**config.mk**
```make
export PLATFORM = sky130hd
export DESIGN_NAME = async_rx_brk
export DESIGN_NICKNAME = d
export VERILOG_FILES = /design/src/rtl/rxb_pkg.sv /design/src/rtl/rxb_in_sync.sv /design/src/rtl/rxb_frame_fsm.sv /design/src/rtl/rxb_out_stage.sv /design/src/rtl/async_rx_brk.sv
export SDC_FILE = /design/constraint.sdc
export NUM_CORES = 1
export LEC_CHECK = 0
export BUFFER_PORTS_ARGS = -buffer_cell sky130_fd_sc_hd__buf_2
export CAP_MARGIN = 20
export CORE_MARGIN = 4
export CORE_UTILIZATION = 40
export DETAILED_ROUTE_END_ITERATION = 10
export GPL_ROUTABILITY_DRIVEN = 0
export REMOVE_ABC_BUFFERS = 1
export SYNTH_ARGS = -nofsm -noshare
export SYNTH_HDL_FRONTEND = slang
export SYNTH_SLANG_ARGS = --single-unit
```
**constraint.sdc**
```tcl
create_clock -name clk -period 2.5 [get_ports clk]
set_clock_uncertainty 0.05 [all_clocks]
set_input_delay 0.5 -clock clk [delete_from_list [all_inputs] [get_ports clk]]
set_output_delay 0.5 -clock clk [all_outputs]
set_load 0.03 [all_outputs]
```
**src/rtl/rxb_pkg.sv**
```systemverilog
package rxb_pkg;

   typedef enum logic [2:0] {
      RX_IDLE,
      RX_START,
      RX_DATA,
      RX_PAR,
      RX_STOP,
      RX_BREAK
   } rx_state_e;

   typedef enum logic [1:0] {
      CF_X1  = 2'd0,
      CF_X16 = 2'd1,
      CF_X32 = 2'd2,
      CF_X64 = 2'd3
   } clk_factor_e;

endpackage

```
**src/rtl/rxb_in_sync.sv**
```systemverilog
module rxb_in_sync #(
   parameter int STAGES  = 2,
   parameter bit RST_VAL = 1'b1
) (
   input  logic clk,
   input  logic rst_n,
   input  logic d,
   output logic q
);

   generate
      if (STAGES < 1) begin : g_bad_stages
         $error("rxb_in_sync: STAGES must be at least 1");
      end

      if (STAGES == 1) begin : g_single
         logic r;
         always_ff @(posedge clk or negedge rst_n) begin
            if (!rst_n) r <= RST_VAL;
            else        r <= d;
         end
         assign q = r;
      end else begin : g_chain
         logic [STAGES-1:0] r;
         always_ff @(posedge clk or negedge rst_n) begin
            if (!rst_n) r <= {STAGES{RST_VAL}};
            else        r <= {r[STAGES-2:0], d};
         end
         assign q = r[STAGES-1];
      end
   endgenerate

endmodule

```
**src/rtl/rxb_frame_fsm.sv**
```systemverilog
module rxb_frame_fsm
   import rxb_pkg::*;
#(
   parameter int DATA_W     = 8,
   parameter int LEN_W      = 2,
   parameter int MAX_FACTOR = 64
) (
   input  logic              clk,
   input  logic              rst_n,
   input  logic              line,
   input  logic              enable,
   input  logic [1:0]        cfg_factor,
   input  logic [LEN_W-1:0]  cfg_len,
   input  logic              cfg_par_en,
   input  logic              is_break,
   output logic              done,
   output logic [DATA_W-1:0] f_data,
   output logic              f_par,
   output logic              f_stop,
   output logic              brk_end
);

   localparam int CNT_W    = $clog2(MAX_FACTOR) + 1;
   localparam int IDX_W    = $clog2(DATA_W);
   localparam int MIN_BITS = DATA_W - (2 ** LEN_W) + 1;

   generate
      if (MAX_FACTOR < 64) begin : g_bad_factor
         $error("rxb_frame_fsm: MAX_FACTOR must cover 64x");
      end
      if (MIN_BITS < 1) begin : g_bad_len
         $error("rxb_frame_fsm: LEN_W too wide for DATA_W");
      end
   endgenerate

   function automatic logic [CNT_W-1:0] tpb_of(input logic [1:0] f);
      case (f)
         CF_X1:   return CNT_W'(1);
         CF_X16:  return CNT_W'(16);
         CF_X32:  return CNT_W'(32);
         default: return CNT_W'(64);
      endcase
   endfunction

   rx_state_e         state;
   logic [CNT_W-1:0]  cnt;
   logic [IDX_W-1:0]  idx;
   logic [CNT_W-1:0]  tpb;
   logic [CNT_W-1:0]  half;
   logic              hit;
   logic [IDX_W-1:0]  last_idx;

   assign tpb      = tpb_of(cfg_factor);
   assign half     = tpb >> 1;
   assign hit      = (cnt == tpb);
   assign last_idx = IDX_W'(MIN_BITS - 1) + IDX_W'(cfg_len);

   assign done    = enable && (state == RX_STOP) && hit;
   assign f_stop  = line;
   assign brk_end = enable && (state == RX_BREAK) && line;

   always_ff @(posedge clk or negedge rst_n) begin
      if (!rst_n) begin
         state  <= RX_IDLE;
         cnt    <= '0;
         idx    <= '0;
         f_data <= '0;
         f_par  <= 1'b0;
      end else if (!enable) begin
         state <= RX_IDLE;
         cnt   <= '0;
         idx   <= '0;
      end else begin
         case (state)
            RX_IDLE: begin
               if (!line) begin
                  f_data <= '0;
                  f_par  <= 1'b0;
                  idx    <= '0;
                  cnt    <= CNT_W'(1);
                  state  <= (tpb == CNT_W'(1)) ? RX_DATA : RX_START;
               end
            end
            RX_START: begin
               if (cnt == half) begin
                  cnt   <= CNT_W'(1);
                  state <= line ? RX_IDLE : RX_DATA;
               end else begin
                  cnt <= cnt + CNT_W'(1);
               end
            end
            RX_DATA: begin
               if (hit) begin
                  f_data[idx] <= line;
                  cnt         <= CNT_W'(1);
                  if (idx == last_idx) begin
                     idx   <= '0;
                     state <= cfg_par_en ? RX_PAR : RX_STOP;
                  end else begin
                     idx <= idx + IDX_W'(1);
                  end
               end else begin
                  cnt <= cnt + CNT_W'(1);
               end
            end
            RX_PAR: begin
               if (hit) begin
                  f_par <= line;
                  cnt   <= CNT_W'(1);
                  state <= RX_STOP;
               end else begin
                  cnt <= cnt + CNT_W'(1);
               end
            end
            RX_STOP: begin
               if (hit) begin
                  cnt   <= '0;
                  state <= is_break ? RX_BREAK : RX_IDLE;
               end else begin
                  cnt <= cnt + CNT_W'(1);
               end
            end
            RX_BREAK: begin
               cnt <= '0;
               if (line) state <= RX_IDLE;
            end
            default: state <= RX_IDLE;
         endcase
      end
   end

   // in 1x mode a low line in idle goes straight to data bits
   a_r3_x1_no_centring: assert property (@(posedge clk) disable iff (!rst_n)
      (state == RX_IDLE && enable && !line && cfg_factor == CF_X1)
      |=> (state == RX_DATA));

   // the break state is held while the line stays low
   a_r9_break_hold: assert property (@(posedge clk) disable iff (!rst_n)
      (state == RX_BREAK && enable && !line) |=> (state == RX_BREAK));

endmodule

```
**src/rtl/rxb_out_stage.sv**
```systemverilog
module rxb_out_stage #(
   parameter int DATA_W = 8,
   parameter int LEN_W  = 2
) (
   input  logic              clk,
   input  logic              rst_n,
   input  logic              done,
   input  logic [DATA_W-1:0] f_data,
   input  logic              f_par,
   input  logic              f_stop,
   input  logic              brk_end,
   input  logic              abort,
   input  logic [LEN_W-1:0]  cfg_len,
   input  logic              cfg_par_en,
   input  logic              cfg_par_odd,
   output logic              is_break,
   output logic [DATA_W-1:0] ch_data,
   output logic              ch_par_err,
   output logic              ch_frm_err,
   output logic              ch_wr,
   output logic              brk_active
);

   localparam int IDX_W    = $clog2(DATA_W);
   localparam int MIN_BITS = DATA_W - (2 ** LEN_W) + 1;
   localparam logic [IDX_W:0] FULL = (IDX_W + 1)'(DATA_W);

   logic [IDX_W:0]    len_bits;
   logic              par_fits;
   logic [DATA_W-1:0] merged;
   logic              ones_odd;
   logic              par_err;
   logic [IDX_W:0]    stored_bits;

   assign len_bits = (IDX_W + 1)'(MIN_BITS) + (IDX_W + 1)'(cfg_len);
   assign par_fits = cfg_par_en && (len_bits < FULL);
   assign merged   = f_data | (par_fits ? (DATA_W'(f_par) << len_bits) : '0);
   assign ones_odd = (^f_data) ^ (cfg_par_en & f_par);
   assign par_err  = cfg_par_en & (ones_odd ^ cfg_par_odd);
   assign is_break = done && !f_stop && (f_data == '0);
   assign stored_bits = len_bits + (IDX_W + 1)'(par_fits);

   always_ff @(posedge clk or negedge rst_n) begin
      if (!rst_n) begin
         ch_wr      <= 1'b0;
         ch_data    <= '0;
         ch_par_err <= 1'b0;
         ch_frm_err <= 1'b0;
         brk_active <= 1'b0;
      end else begin
         ch_wr <= 1'b0;
         if (abort) begin
            brk_active <= 1'b0;
         end else if (done && !is_break) begin
            ch_wr      <= 1'b1;
            ch_data    <= merged;
            ch_par_err <= par_err;
            ch_frm_err <= !f_stop;
         end else if (is_break) begin
            brk_active <= 1'b1;
         end else if (brk_end) begin
            ch_wr      <= 1'b1;
            ch_data    <= '0;
            ch_par_err <= cfg_par_en & cfg_par_odd;
            ch_frm_err <= 1'b0;
            brk_active <= 1'b0;
         end
      end
   end

   // the write strobe never lasts more than one cycle
   a_r8_single_pulse: assert property (@(posedge clk) disable iff (!rst_n)
      ch_wr |=> !ch_wr);

   // entering break writes nothing
   a_r9_no_write_on_break: assert property (@(posedge clk) disable iff (!rst_n)
      $rose(brk_active) |-> !ch_wr);

   // a break that ends without abort writes one clean null
   a_r10_null_on_end: assert property (@(posedge clk) disable iff (!rst_n)
      ($fell(brk_active) && !$past(abort))
      |-> (ch_wr && ch_data == '0 && !ch_frm_err));

   // nothing above the character (and parity slot) is set
   a_r5_upper_zero: assert property (@(posedge clk) disable iff (!rst_n)
      ch_wr |-> ((ch_data >> stored_bits) == '0));

endmodule

```
**src/rtl/async_rx_brk.sv**
```systemverilog
module async_rx_brk #(
   parameter int DATA_W      = 8,
   parameter int LEN_W       = 2,
   parameter int MAX_FACTOR  = 64,
   parameter int SYNC_STAGES = 2
) (
   input  logic              clk,
   input  logic              rst_n,
   input  logic              rx_line,
   input  logic              dcd_n,
   input  logic [1:0]        cfg_factor,
   input  logic [LEN_W-1:0]  cfg_len,
   input  logic              cfg_par_en,
   input  logic              cfg_par_odd,
   input  logic              cfg_auto_en,
   output logic [DATA_W-1:0] ch_data,
   output logic              ch_par_err,
   output logic              ch_frm_err,
   output logic              ch_wr,
   output logic              brk_active,
   output logic              dcd_status
);

   generate
      if (SYNC_STAGES < 2) begin : g_bad_sync
         $error("async_rx_brk: SYNC_STAGES must be at least 2");
      end
      if (DATA_W < 2) begin : g_bad_width
         $error("async_rx_brk: DATA_W too small");
      end
   endgenerate

   logic              line_s;
   logic              dcd_n_s;
   logic              enable;
   logic              done;
   logic [DATA_W-1:0] f_data;
   logic              f_par;
   logic              f_stop;
   logic              brk_end;
   logic              is_break;

   rxb_in_sync #(.STAGES(SYNC_STAGES), .RST_VAL(1'b1)) u_sync_line (
      .clk   (clk),
      .rst_n (rst_n),
      .d     (rx_line),
      .q     (line_s)
   );

   rxb_in_sync #(.STAGES(SYNC_STAGES), .RST_VAL(1'b1)) u_sync_dcd (
      .clk   (clk),
      .rst_n (rst_n),
      .d     (dcd_n),
      .q     (dcd_n_s)
   );

   assign enable     = !cfg_auto_en || !dcd_n_s;
   assign dcd_status = !dcd_n_s;

   rxb_frame_fsm #(
      .DATA_W     (DATA_W),
      .LEN_W      (LEN_W),
      .MAX_FACTOR (MAX_FACTOR)
   ) u_fsm (
      .clk        (clk),
      .rst_n      (rst_n),
      .line       (line_s),
      .enable     (enable),
      .cfg_factor (cfg_factor),
      .cfg_len    (cfg_len),
      .cfg_par_en (cfg_par_en),
      .is_break   (is_break),
      .done       (done),
      .f_data     (f_data),
      .f_par      (f_par),
      .f_stop     (f_stop),
      .brk_end    (brk_end)
   );

   rxb_out_stage #(
      .DATA_W (DATA_W),
      .LEN_W  (LEN_W)
   ) u_out (
      .clk         (clk),
      .rst_n       (rst_n),
      .done        (done),
      .f_data      (f_data),
      .f_par       (f_par),
      .f_stop      (f_stop),
      .brk_end     (brk_end),
      .abort       (!enable),
      .cfg_len     (cfg_len),
      .cfg_par_en  (cfg_par_en),
      .cfg_par_odd (cfg_par_odd),
      .is_break    (is_break),
      .ch_data     (ch_data),
      .ch_par_err  (ch_par_err),
      .ch_frm_err  (ch_frm_err),
      .ch_wr       (ch_wr),
      .brk_active  (brk_active)
   );

   // a gated receiver issues no strobe on the following cycle
   a_r11_hold_off: assert property (@(posedge clk) disable iff (!rst_n)
      (cfg_auto_en && dcd_n_s) |=> !ch_wr);

   // a gated receiver leaves no break pending
   a_r11_break_cleared: assert property (@(posedge clk) disable iff (!rst_n)
      (cfg_auto_en && dcd_n_s) |=> !brk_active);

endmodule

```
==> results.yml <==
outcome:
  status: "completed"
cts:
  cts_setup_buffers: 0
  cts.hold.buffers_added: 0
  clk_root_buffer_cell: "clkbuf_8"
  numCtsBuffers: 5
  clk_pin_slew_worst_paths_ns: 0.08
  clkSinkCount: 38
  cts-root-to-sink-buffers: 2
  htree_num_levels: 2
  worst_skew_pair.late_latency_ns: 0.29
  post_cts.resized_instances: 0
  cts_tree: "built"
logic_synthesis:
  dominantRegCellSynth: "dfrtp_1"
  share_of_synthesized_registers_carrying_an_async_set_or_reset_pct: 100
  synth_enable_flop_cells: 0
  distinct_cell_type_count_of_the_synthesized_netlist: 49
  yosys_register_bits: 38
  postSynthAreaPerCell_um2: 8.95
  mappedNetlistArea_mm2: 0.00234
  yosysWarningCount: 0
  synthesis.instances: 262
  ys_seq_area_share_pct: 40.8
setup_path:
  setup.reg_to_reg.worst_slack_ns: 0.28
  worst_ep_required_time_ns: 2.62
  critPathMaxFanout: 9
  path_class: "reg2reg"
  cp_arrival_ns: 2.34
  setup.worst_path.end_class: "flip-flop"
  critical_path.startpoint_type: "flip-flop"
sta:
  finalHoldWorstSlack_ns: 0.247
  post-route-period-util_pct: 88.8
  maxClockFrequency_mhz: 450
  postLayoutSetupSlackWorst_ns: 0.280
  maxSlewHeadroom_pct: 41.1
  tightest_slew_ns: 0.883
  setup_viol: 0
  report.final.slew_viol_count: 0
  post-route-min-period_ns: 2.22
  grt_setup_unrepaired: "no"
  report.final.hold_viol_count: 0
drt:
  route.detailed.drc: 0
  first_iter_violations: 188
  routed_wirelength_um: 5380
  antenna_left: 0
  avgRoutedWirePerCell_um: 14.9
  detail_route.first_pass.iterations: 4
  num_vias: 1986
  vias_per_cell: 5.50
worst_hold_path:
  hold_class: "in2reg"
layout:
  drive_above_1_share_pct: 21.1
  nets: 307
  final_core_utilization_pct: 47.8
  antenna-diode-count: 0
  synthToLayoutAreaGrowth_pct: 14.4
  mostFrequentLayoutCell: "dfrtp_1"
  most-common-layout-cells: "34 x dfrtp_1, 23 x o21ai_0, 23 x buf_2"
  fill_cells: 561
  finalInstanceArea_mm2: 0.00268
die:
  start_util_pct: 41.8
  standard_cell_core_area_mm2: 0.00561
  die_area_mm2: 0.00715
  die_h_um: 84.6
  chipWidth_um: 84.6
  floorplan.rows: 27
  boundaryPins: 24
placed_design:
  placed_cell_area_mm2: 0.00257
  detailed_place_hpwl_um: 3920
  placement.setup.worst_slack_ns: 0.208
  io_buffer_count: 23
power:
  irDropWorstVdd_uv: 323
  post-layout-total-power_uw: 2370
  power.leakage_uw: 0.00116
  powerDensity_mw_per_mm2: 882
global_routing:
  via_count_of_the_first_global_routing_pass: 1884
  maximum_number_of_pins_on_one_net_before_global_route_repair: 39
  global_route.overflow_total: 0
  grt_antenna_before_repair: 0
  track_usage_pct: 16.0
  grt_first_pass_wirelength_um: 9500
run:
  max_cap_violations: 0
==> metal layers <==
layer / vias to the layer above / global-route usage, % / wire [µm]
li1: 998 / - / -
met1: 929 / 24.7 / 2830
met2: 57 / 22.8 / 2220
met3: 2 / 3.53 / 303
met4: 0 / 3.17 / 25
met5: - / 0 / 0
==> report_power, final <==
part	internal (µW)	leakage [µW]	total, µW	switching, µW
sequential	712	0.000505	832	120
combinational	377	0.000603	992	614
clock	297	0.0000504	542	245
==> synth_stat cells, types with 2 or more instances <==
cell	number	area, µm²
o21ai_0	23	115
xor2_1	2	17.5
and2_1	2	12.5
nor4b_2	2	30.0
nand2_1	22	82.6
o41ai_1	2	17.5
a31o_2	2	17.5
nor4_1	4	25.0
o311ai_1	2	17.5
nor2b_1	2	12.5
dfrtp_1	34	851
mux2i_1	6	60.1
nor3b_2	2	25.0
o31ai_1	6	45.0
xnor2_1	5	43.8
inv_1	21	78.8
nand2b_1	2	12.5
buf_2	6	30.0
and3_1	4	25.0
a22oi_1	3	22.5
nand3_1	15	75.1
a21oi_1	11	55.1
dfstp_2	4	105
clkbuf_1	10	37.5
nor3_1	12	60.1
o211ai_1	2	15.0
nor2_1	12	45.0
nand4_1	4	25.0
nor4bb_1	2	20.0
ha_1	8	100
a31oi_1	12	75.1
==> cell type report <==
class | count | area (µm²) | share of cell area [%]
repair buffers | 36 | 213 | 7.93
clock buffers | 5 | 68.8 | 2.57
flip-flops and latches | 38 | 956 | 35.6
multi-input cells | 185 | 1230 | 45.8
clock inverters | 3 | 45.0 | 1.68
well taps | 72 | 90.1 | 3.36
inverters | 22 | 82.6 | 3.08
==> sequential cells by signal, indices dropped and copies added (netlist names) <==
register / count
u_fsm.idx: 3
u_out.ch_wr: 1
u_sync_dcd.g_chain.r: 2
u_sync_line.g_chain.r: 2
u_fsm.f_par: 1
u_out.ch_par_err: 1
u_out.brk_active: 1
u_fsm.f_data: 8
u_fsm.state: 3
u_fsm.cnt: 7
u_out.ch_frm_err: 1
u_out.ch_data: 8
==> cell families after synthesis <==
logic type               Yosys count  synth area share (%)
multiplexers                       8                  3.52
flip-flops                        38                  40.8
adder cells (fa/ha/maj)            8                  4.27
XOR/XNOR                           7                  2.61
buffers and inverters             39                  6.88
AO/OA/AOI/OAI                     73                  21.3
AND/OR/NAND/NOR                   89                  20.6
==> worst paths after layout <==
kind,from,endpoint,cells after the start
setup reg to reg,u_fsm.cnt[4]$_DFFE_PN0P_,u_fsm.f_data[1]$_DFFE_PN0P_,7
setup / recovery,u_fsm.cnt[4]$_DFFE_PN0P_,u_fsm.f_data[1]$_DFFE_PN0P_,7
hold / removal,dcd_n,u_sync_dcd.g_chain.r[0]$_DFF_PN1_,1
hold reg to reg,u_sync_dcd.g_chain.r[0]$_DFF_PN1_,u_sync_dcd.g_chain.r[1]$_DFF_PN1_,0
min in group asynchronous,rst_n,u_fsm.cnt[6]$_DFFE_PN0P_,1
max in group asynchronous,rst_n,u_fsm.state[2]$_DFFE_PN0P_,1
==> worst max-delay path, cell delays in order, from the launching register on <==
cell,delay (ns)
dfrtp_1,0.49
nor4bb_1,0.31
a31oi_1,0.08
a211oi_2,0.33
buf_4,0.24
o2111ai_4,0.17
o311ai_1,0.30
o41ai_1,0.12
==> through the flow <==
step	std cells	setup TNS (ns)
after floorplan	245	-0.338
after global placement	353	0
after detailed placement	353	0
after CTS	361	0
after global routing	361	0
final	361	0
Note: power is estimated with default switching activity, not from simulation.
